$ cat src/rtl/burst_tx_pkg.sv
package burst_tx_pkg;
  localparam int HOST_W = 16;
  localparam int ADDR_W = 4;
  localparam int BURST_WORDS = 10;

  localparam logic [ADDR_W-1:0] A_EVT_QB  = 4'd10;
  localparam logic [ADDR_W-1:0] A_EVT_FLO = 4'd11;
  localparam logic [ADDR_W-1:0] A_EVT_FHI = 4'd12;
  localparam logic [ADDR_W-1:0] A_PRE_LO  = 4'd13;
  localparam logic [ADDR_W-1:0] A_PRE_HI  = 4'd14;
  localparam logic [ADDR_W-1:0] A_STATUS  = 4'd15;

  localparam int CTL_ARM_BIT = 15;
  localparam int STS_IRQ_BIT = 0;
  localparam int STS_ERR_BIT = 1;
endpackage

$ cat src/rtl/btx_timebase.sv
module btx_timebase #(
  parameter int QB_PER_FRAME = 5000,
  parameter int FRAME_MOD    = 2715648,
  parameter int QB_W         = 13,
  parameter int FN_W         = 22
) (
  input  logic            clk,
  input  logic            rst_n,
  input  logic            tick,
  input  logic            preset_we,
  input  logic [FN_W-1:0] preset_fn,
  output logic [QB_W-1:0] qb,
  output logic [FN_W-1:0] fn
);
  localparam logic [QB_W-1:0] QB_LAST = QB_W'(QB_PER_FRAME - 1);
  localparam logic [FN_W-1:0] FN_LAST = FN_W'(FRAME_MOD - 1);

  logic [QB_W-1:0] qb_q, qb_nx;
  logic [FN_W-1:0] fn_q, fn_nx;

  always_comb begin
    qb_nx = qb_q;
    fn_nx = fn_q;
    if (preset_we) begin
      qb_nx = '0;
      fn_nx = preset_fn;
    end else if (tick) begin
      if (qb_q == QB_LAST) begin
        qb_nx = '0;
        fn_nx = (fn_q == FN_LAST) ? '0 : fn_q + 1'b1;
      end else begin
        qb_nx = qb_q + 1'b1;
      end
    end
  end

  always_ff @(posedge clk or negedge rst_n) begin
    if (!rst_n) begin
      qb_q <= '0;
      fn_q <= '0;
    end else begin
      qb_q <= qb_nx;
      fn_q <= fn_nx;
    end
  end

  assign qb = qb_q;
  assign fn = fn_q;
endmodule

$ cat src/rtl/btx_burst_store.sv
module btx_burst_store #(
  parameter int HOST_W = 16,
  parameter int WORDS  = 10,
  parameter int WSEL_W = 4,
  parameter int IDX_W  = 8
) (
  input  logic              clk,
  input  logic              rst_n,
  input  logic              wr_en,
  input  logic [WSEL_W-1:0] wsel,
  input  logic [HOST_W-1:0] wdata,
  input  logic [IDX_W-1:0]  bit_sel,
  output logic              bit_out
);
  localparam int FLAT_W = WORDS * HOST_W;

  logic [FLAT_W-1:0] flat;

  for (genvar k = 0; k < WORDS; k++) begin : g_word
    logic [HOST_W-1:0] word_q;
    logic              word_en;
    assign word_en = wr_en && (wsel == WSEL_W'(k));
    always_ff @(posedge clk or negedge rst_n) begin
      if (!rst_n)       word_q <= '0;
      else if (word_en) word_q <= wdata;
    end
    assign flat[k*HOST_W +: HOST_W] = word_q;
  end

  assign bit_out = flat[bit_sel];
endmodule

$ cat src/rtl/btx_sequencer.sv
module btx_sequencer #(
  parameter int QB_W          = 13,
  parameter int FN_W          = 22,
  parameter int HOST_W        = 16,
  parameter int BURST_BITS    = 148,
  parameter int TICKS_PER_BIT = 4,
  parameter int IDX_W         = 8,
  parameter int ARM_BIT       = 15
) (
  input  logic              clk,
  input  logic              rst_n,
  input  logic              tick,
  input  logic [QB_W-1:0]   qb,
  input  logic [FN_W-1:0]   fn,
  input  logic              evt_qb_we,
  input  logic              evt_flo_we,
  input  logic              evt_fhi_we,
  input  logic [HOST_W-1:0] wdata,
  output logic              busy,
  output logic [IDX_W-1:0]  bit_idx,
  output logic              done,
  output logic              armed,
  output logic [QB_W-1:0]   tgt_qb,
  output logic [FN_W-1:0]   tgt_fn
);
  localparam int PH_W  = (TICKS_PER_BIT > 1) ? $clog2(TICKS_PER_BIT) : 1;
  localparam int FH_W  = FN_W - HOST_W;
  localparam logic [PH_W-1:0]  PH_LAST  = PH_W'(TICKS_PER_BIT - 1);
  localparam logic [IDX_W-1:0] IDX_LAST = IDX_W'(BURST_BITS - 1);

  logic [QB_W-1:0]  tqb_q, tqb_nx;
  logic [FN_W-1:0]  tfn_q, tfn_nx;
  logic             arm_q, arm_nx;
  logic             busy_q, busy_nx;
  logic [IDX_W-1:0] idx_q, idx_nx;
  logic [PH_W-1:0]  ph_q, ph_nx;
  logic             hit;

  assign hit = arm_q && tick && !busy_q && (qb == tqb_q) && (fn == tfn_q);

  always_comb begin
    tqb_nx  = tqb_q;
    tfn_nx  = tfn_q;
    arm_nx  = arm_q;
    busy_nx = busy_q;
    idx_nx  = idx_q;
    ph_nx   = ph_q;
    done    = 1'b0;
    if (busy_q && tick) begin
      if (ph_q == PH_LAST) begin
        ph_nx = '0;
        if (idx_q == IDX_LAST) begin
          busy_nx = 1'b0;
          idx_nx  = '0;
          done    = 1'b1;
        end else begin
          idx_nx = idx_q + 1'b1;
        end
      end else begin
        ph_nx = ph_q + 1'b1;
      end
    end else if (hit) begin
      busy_nx = 1'b1;
      idx_nx  = '0;
      ph_nx   = '0;
      arm_nx  = 1'b0;
    end
    if (evt_qb_we)  tqb_nx = wdata[QB_W-1:0];
    if (evt_flo_we) tfn_nx[HOST_W-1:0] = wdata;
    if (evt_fhi_we) begin
      tfn_nx[FN_W-1:HOST_W] = wdata[FH_W-1:0];
      arm_nx = wdata[ARM_BIT];
    end
  end

  always_ff @(posedge clk or negedge rst_n) begin
    if (!rst_n) begin
      tqb_q  <= '0;
      tfn_q  <= '0;
      arm_q  <= 1'b0;
      busy_q <= 1'b0;
      idx_q  <= '0;
      ph_q   <= '0;
    end else begin
      tqb_q  <= tqb_nx;
      tfn_q  <= tfn_nx;
      arm_q  <= arm_nx;
      busy_q <= busy_nx;
      idx_q  <= idx_nx;
      ph_q   <= ph_nx;
    end
  end

  assign busy    = busy_q;
  assign bit_idx = idx_q;
  assign armed   = arm_q;
  assign tgt_qb  = tqb_q;
  assign tgt_fn  = tfn_q;
endmodule

$ cat src/rtl/burst_tx_sched.sv
module burst_tx_sched
  import burst_tx_pkg::*;
#(
  parameter  int BURST_BITS    = 148,
  parameter  int TICKS_PER_BIT = 4,
  parameter  int QB_PER_FRAME  = 5000,
  parameter  int FRAME_MOD     = 2715648,
  localparam int QB_W          = $clog2(QB_PER_FRAME),
  localparam int FN_W          = $clog2(FRAME_MOD)
) (
  input  logic              clk,
  input  logic              rst_n,
  input  logic              qb_tick,
  input  logic              host_we,
  input  logic [ADDR_W-1:0] host_addr,
  input  logic [HOST_W-1:0] host_wdata,
  output logic              tx_bit,
  output logic              tx_valid,
  output logic              irq_done,
  output logic              err_busy_wr,
  output logic [QB_W-1:0]   qb_count,
  output logic [FN_W-1:0]   frame_count
);
  localparam int IDX_W  = $clog2(BURST_BITS);
  localparam int WSEL_W = ADDR_W;
  localparam int FH_W   = FN_W - HOST_W;

  logic             busy, done, armed, store_bit;
  logic [IDX_W-1:0] bit_idx;
  logic [QB_W-1:0]  evt_qb_w;
  logic [FN_W-1:0]  evt_fn_w;
  logic             burst_hit, burst_we, clr_wr;
  logic             irq_q, irq_nx, err_q, err_nx;
  logic [HOST_W-1:0] pre_lo_q, pre_lo_nx;

  assign burst_hit = host_we && (host_addr < ADDR_W'(BURST_WORDS));
  assign burst_we  = burst_hit && !busy;
  assign clr_wr    = host_we && (host_addr == A_STATUS);

  btx_timebase #(
    .QB_PER_FRAME(QB_PER_FRAME), .FRAME_MOD(FRAME_MOD), .QB_W(QB_W), .FN_W(FN_W)
  ) u_tb (
    .clk(clk), .rst_n(rst_n), .tick(qb_tick),
    .preset_we(host_we && (host_addr == A_PRE_HI)),
    .preset_fn({host_wdata[FH_W-1:0], pre_lo_q}),
    .qb(qb_count), .fn(frame_count)
  );

  btx_burst_store #(
    .HOST_W(HOST_W), .WORDS(BURST_WORDS), .WSEL_W(WSEL_W), .IDX_W(IDX_W)
  ) u_store (
    .clk(clk), .rst_n(rst_n), .wr_en(burst_we), .wsel(host_addr),
    .wdata(host_wdata), .bit_sel(bit_idx), .bit_out(store_bit)
  );

  btx_sequencer #(
    .QB_W(QB_W), .FN_W(FN_W), .HOST_W(HOST_W), .BURST_BITS(BURST_BITS),
    .TICKS_PER_BIT(TICKS_PER_BIT), .IDX_W(IDX_W), .ARM_BIT(CTL_ARM_BIT)
  ) u_seq (
    .clk(clk), .rst_n(rst_n), .tick(qb_tick), .qb(qb_count), .fn(frame_count),
    .evt_qb_we(host_we && (host_addr == A_EVT_QB)),
    .evt_flo_we(host_we && (host_addr == A_EVT_FLO)),
    .evt_fhi_we(host_we && (host_addr == A_EVT_FHI)),
    .wdata(host_wdata), .busy(busy), .bit_idx(bit_idx), .done(done),
    .armed(armed), .tgt_qb(evt_qb_w), .tgt_fn(evt_fn_w)
  );

  always_comb begin
    irq_nx    = done | (irq_q & ~(clr_wr & host_wdata[STS_IRQ_BIT]));
    err_nx    = (burst_hit & busy) | (err_q & ~(clr_wr & host_wdata[STS_ERR_BIT]));
    pre_lo_nx = (host_we && (host_addr == A_PRE_LO)) ? host_wdata : pre_lo_q;
  end

  always_ff @(posedge clk or negedge rst_n) begin
    if (!rst_n) begin
      irq_q    <= 1'b0;
      err_q    <= 1'b0;
      pre_lo_q <= '0;
    end else begin
      irq_q    <= irq_nx;
      err_q    <= err_nx;
      pre_lo_q <= pre_lo_nx;
    end
  end

  assign tx_valid    = busy;
  assign tx_bit      = busy & store_bit;
  assign irq_done    = irq_q;
  assign err_busy_wr = err_q;
endmodule

$ cat config.mk
export PLATFORM = sky130hd
export DESIGN_NAME = burst_tx_sched
export DESIGN_NICKNAME = d
export VERILOG_FILES = /design/src/rtl/burst_tx_pkg.sv /design/src/rtl/btx_timebase.sv /design/src/rtl/btx_burst_store.sv /design/src/rtl/btx_sequencer.sv /design/src/rtl/burst_tx_sched.sv
export SDC_FILE = /design/constraint.sdc
export NUM_CORES = 1
export LEC_CHECK = 0
export BUFFER_PORTS_ARGS = -buffer_cell sky130_fd_sc_hd__clkbuf_2
export CAP_MARGIN = 40
export CORE_ASPECT_RATIO = 1.75
export CORE_MARGIN = 5
export CORE_UTILIZATION = 56
export DETAILED_ROUTE_END_ITERATION = 7
export HOLD_SLACK_MARGIN = 0.15
export MAX_ROUTING_LAYER = met4
export PLACE_DENSITY_LB_ADDON = 0.15
export REMOVE_ABC_BUFFERS = 1
export SYNTH_ARGS = -nofsm -noshare
export SYNTH_HDL_FRONTEND = slang
export SYNTH_SLANG_ARGS = --single-unit
export TNS_END_PERCENT = 30
$ cat constraint.sdc
create_clock -name clk -period 1.9 [get_ports clk]
set_input_delay 0 -clock clk [delete_from_list [all_inputs] [get_ports clk]]
set_output_delay 0 -clock clk [all_outputs]
set_load 0.01 [all_outputs]
==> flow_summary.ini <==
[global_routing]
grt_pass1_vias = 9115
overflow = 0
antenna_found_initial = 0
grt_use_total_pct = 29.3
grt_max_degree = 63
grt_pass1_wl_um = 54200

[synthesis]
synth-async-reset-ratio_pct = 100
ys_types = 59
ys_seq_elements = 260
synth_edf_count = 0
yosys_warnings = 0
syn-instance-count = 990
synth_area_leader_cell = dfrtp_1
yosysSeqAreaShare_pct = 52.4
yosysTopAreaCellShare_pct = 52.4
syn_area_per_cell_um2 = 12.5
synthFlopType = dfrtp_1
syn_area_um2 = 12400
synth_area_leaders = dfrtp_1, mux2_2, mux4_2

[sta]
hold_viol = 0
tns_ns = -5.57
fin_crit_ns = 2.81
slew_viol_final = 0
setup_viol = 29
relSlewSlack_pct = 59.2
post-route-period-util_pct = 148
max_freq_ghz = 0.356
skew_ns = 0.0159
rsz0062_at_grt = yes
timing.final.ws_setup_ns = -0.907
worst_pin_slew_ns = 0.612

[layout]
areaGrowthSynthToFinish_pct = 24.4
drive_gt1_share_pct = 44.1
nets = 1218
n_antenna_cell = 0
design_area_um2 = 15500

[pwr]
p_per_area_nw_per_um2 = 1020
irDropWorstVdd_v = 0.00143
totalPowerFinal_mw = 15.8
leakage_nw = 6.65

[worst_setup_path]
cp.arrival_ns = 2.81
crit_type = reg2out
endpoint_kind = primary output
worst_ep_required_time_ns = 1.90
cp_max_fo = 10
critPathLaunchType = flip-flop

[clock_tree]
cts_buffer_depth = 3
cts_made_buffers = 24
cts.sinks = 260
clk_latency_ns = 0.52
cts-root-buf = clkbuf_16
clk_pin_slew_ns = 0.07
htree_levels = 1
cts_tree = done

[floorplan]
core_um2 = 22000
dieArea_um2 = 25400
num_io_pins = 63
fp-row-count = 72
initial_core_util_pct = 56.5
die_w_um = 123
dieHeight_um = 207

[detailed_routing]
postRouteWirelength_um = 35000
wl_per_cell_um = 23.3
vias = 8940
first_iter_violations = 491
viasPerCell = 5.95
postRouteAntennaNets = 0
firstDrtPassIters = 5
drc = 0

[status]
status = finished, violations left
violations = setup timing

[job]
max_cap_viol_count = 0

[place]
place_congestion = 0.973
io_buffers = 62
place_ws_ns = -0.429
place_area_um2 = 14000
dp_hpwl_um = 24200

[min_path]
hold_path_class = in2reg
==> cells in the final DEF (no fill, tap or decap), drive strengths merged, types with 12 or more instances in the layout <==
cell / instances
a21oi: 13
buf: 154
clkbuf: 92
dfrtp: 260
dlygate4sd3: 25
inv: 16
mux2: 203
mux2i: 27
mux4: 28
nand2: 67
nand3: 23
nand4: 20
nor2: 42
nor2b: 12
o21ai: 49
xnor2: 37
==> stage by stage <==
stage                     hold slack [ns]  util [%]  std cells
after detailed placement          -0.0212      63.7       1421
after CTS                           0.419      69.5       1491
after global placement            -0.0235      63.7       1421
after floorplan                    -0.296         -        924
after global routing                0.430      70.3       1502
final                               0.434      70.3       1502
==> flip-flops by register name, indices dropped and copies added (netlist names), 2 cells and up <==
register / count
u_seq.ph_q: 2
u_tb.fn: 22
u_seq.bit_idx: 8
u_tb.qb: 13
u_seq.tgt_fn: 22
u_seq.tgt_qb: 13
u_store.g_word.word_q: 160
pre_lo_q: 16
==> synth_stat cells (all sizes together) (12+ instances only) <==
library cell  instances
nor2b                12
mux2i                27
mux2                203
xnor2                37
a21oi                13
nand3                23
nor2                 42
dfrtp               260
clkbuf               49
o21ai                49
buf                  17
nand4                20
nand2                67
mux4                 28
inv                  15
==> critical path, cell delays in order (launching register included) <==
cell,delay [ns]
dfrtp_4,0.49
buf_12,0.17
mux4_2,0.51
a22oi_2,0.21
nand4_1,0.17
and4_1,0.23
o311a_1,0.36
clkbuf_2,0.14
==> kinds of logic (layout without fill, tap and decap cells) <==
| group | count (synthesis) | after routing | synth area share [%] |
|---|---|---|---|
| flip-flops | 260 | 260 | 52.4 |
| multiplexers | 258 | 258 | 25.7 |
| AND/OR/NAND/NOR | 219 | 219 | 8.98 |
| AO/OA/AOI/OAI | 121 | 121 | 6.48 |
| buffers and inverters | 81 | 297 | 2.77 |
| XOR/XNOR | 47 | 47 | 3.31 |
| adder cells (fa/ha/maj) | 4 | 4 | 0.403 |
==> area by class of cell <==
class	count	area (um2)
inverters	15	56.3
multi-input cells	649	5830
flip-flops and latches	260	6510
clock inverters	11	120
well taps	296	370
clock buffers	31	668
fillers	1674	6530
repair buffers	240	1900
==> path summary, 6_finish.rpt <==
kind                                              start                      endpoint  slack, ns  cells past startpoint
setup / recovery                       u_seq.bit_idx[0]                        tx_bit      -0.91                      7
hold / removal                           host_wdata[15]                  pre_lo_q[15]       0.43                      3
setup reg to reg                             u_tb.qb[3]                   u_tb.fn[16]      -0.26                      6
hold reg to reg            u_store.g_word[5].word_q[15]  u_store.g_word[5].word_q[15]       0.48                      2
max in group asynchronous                         rst_n                   u_tb.fn[12]       0.61                      4
min in group asynchronous                         rst_n   u_store.g_word[3].word_q[8]       0.56                      3
==> timing repair <==
| item | in CTS | in global routing |
|---|---|---|
| setup endpoints to repair | 37 | 46 |
| gates cloned | 1 | 1 |
| hold endpoints to repair | 396 | 0 |
| pin swaps | 26 | 20 |
| resized for setup | 56 | 27 |
| setup buffers | 2 | 11 |
| hold buffers | 25 | 0 |
==> metal layers <==
layer / up-vias / GRT usage [%] / part of all wire (%)
met5: - / - / 0
met4: 0 / 11.7 / 4.5
met3: 85 / 2.70 / 3.5
met2: 237 / 50.8 / 53
met1: 4593 / 35.3 / 39
li1: 4025 / - / -
==> where the power goes <==
| group | switching [mW] | internal [mW] |
|---|---|---|
| sequential | 0.721 | 6.72 |
| clock | 2.12 | 2.77 |
| combinational | 1.57 | 1.87 |
| total | 4.41 | 11.4 |
Note: power is estimated with default switching activity, not from simulation.
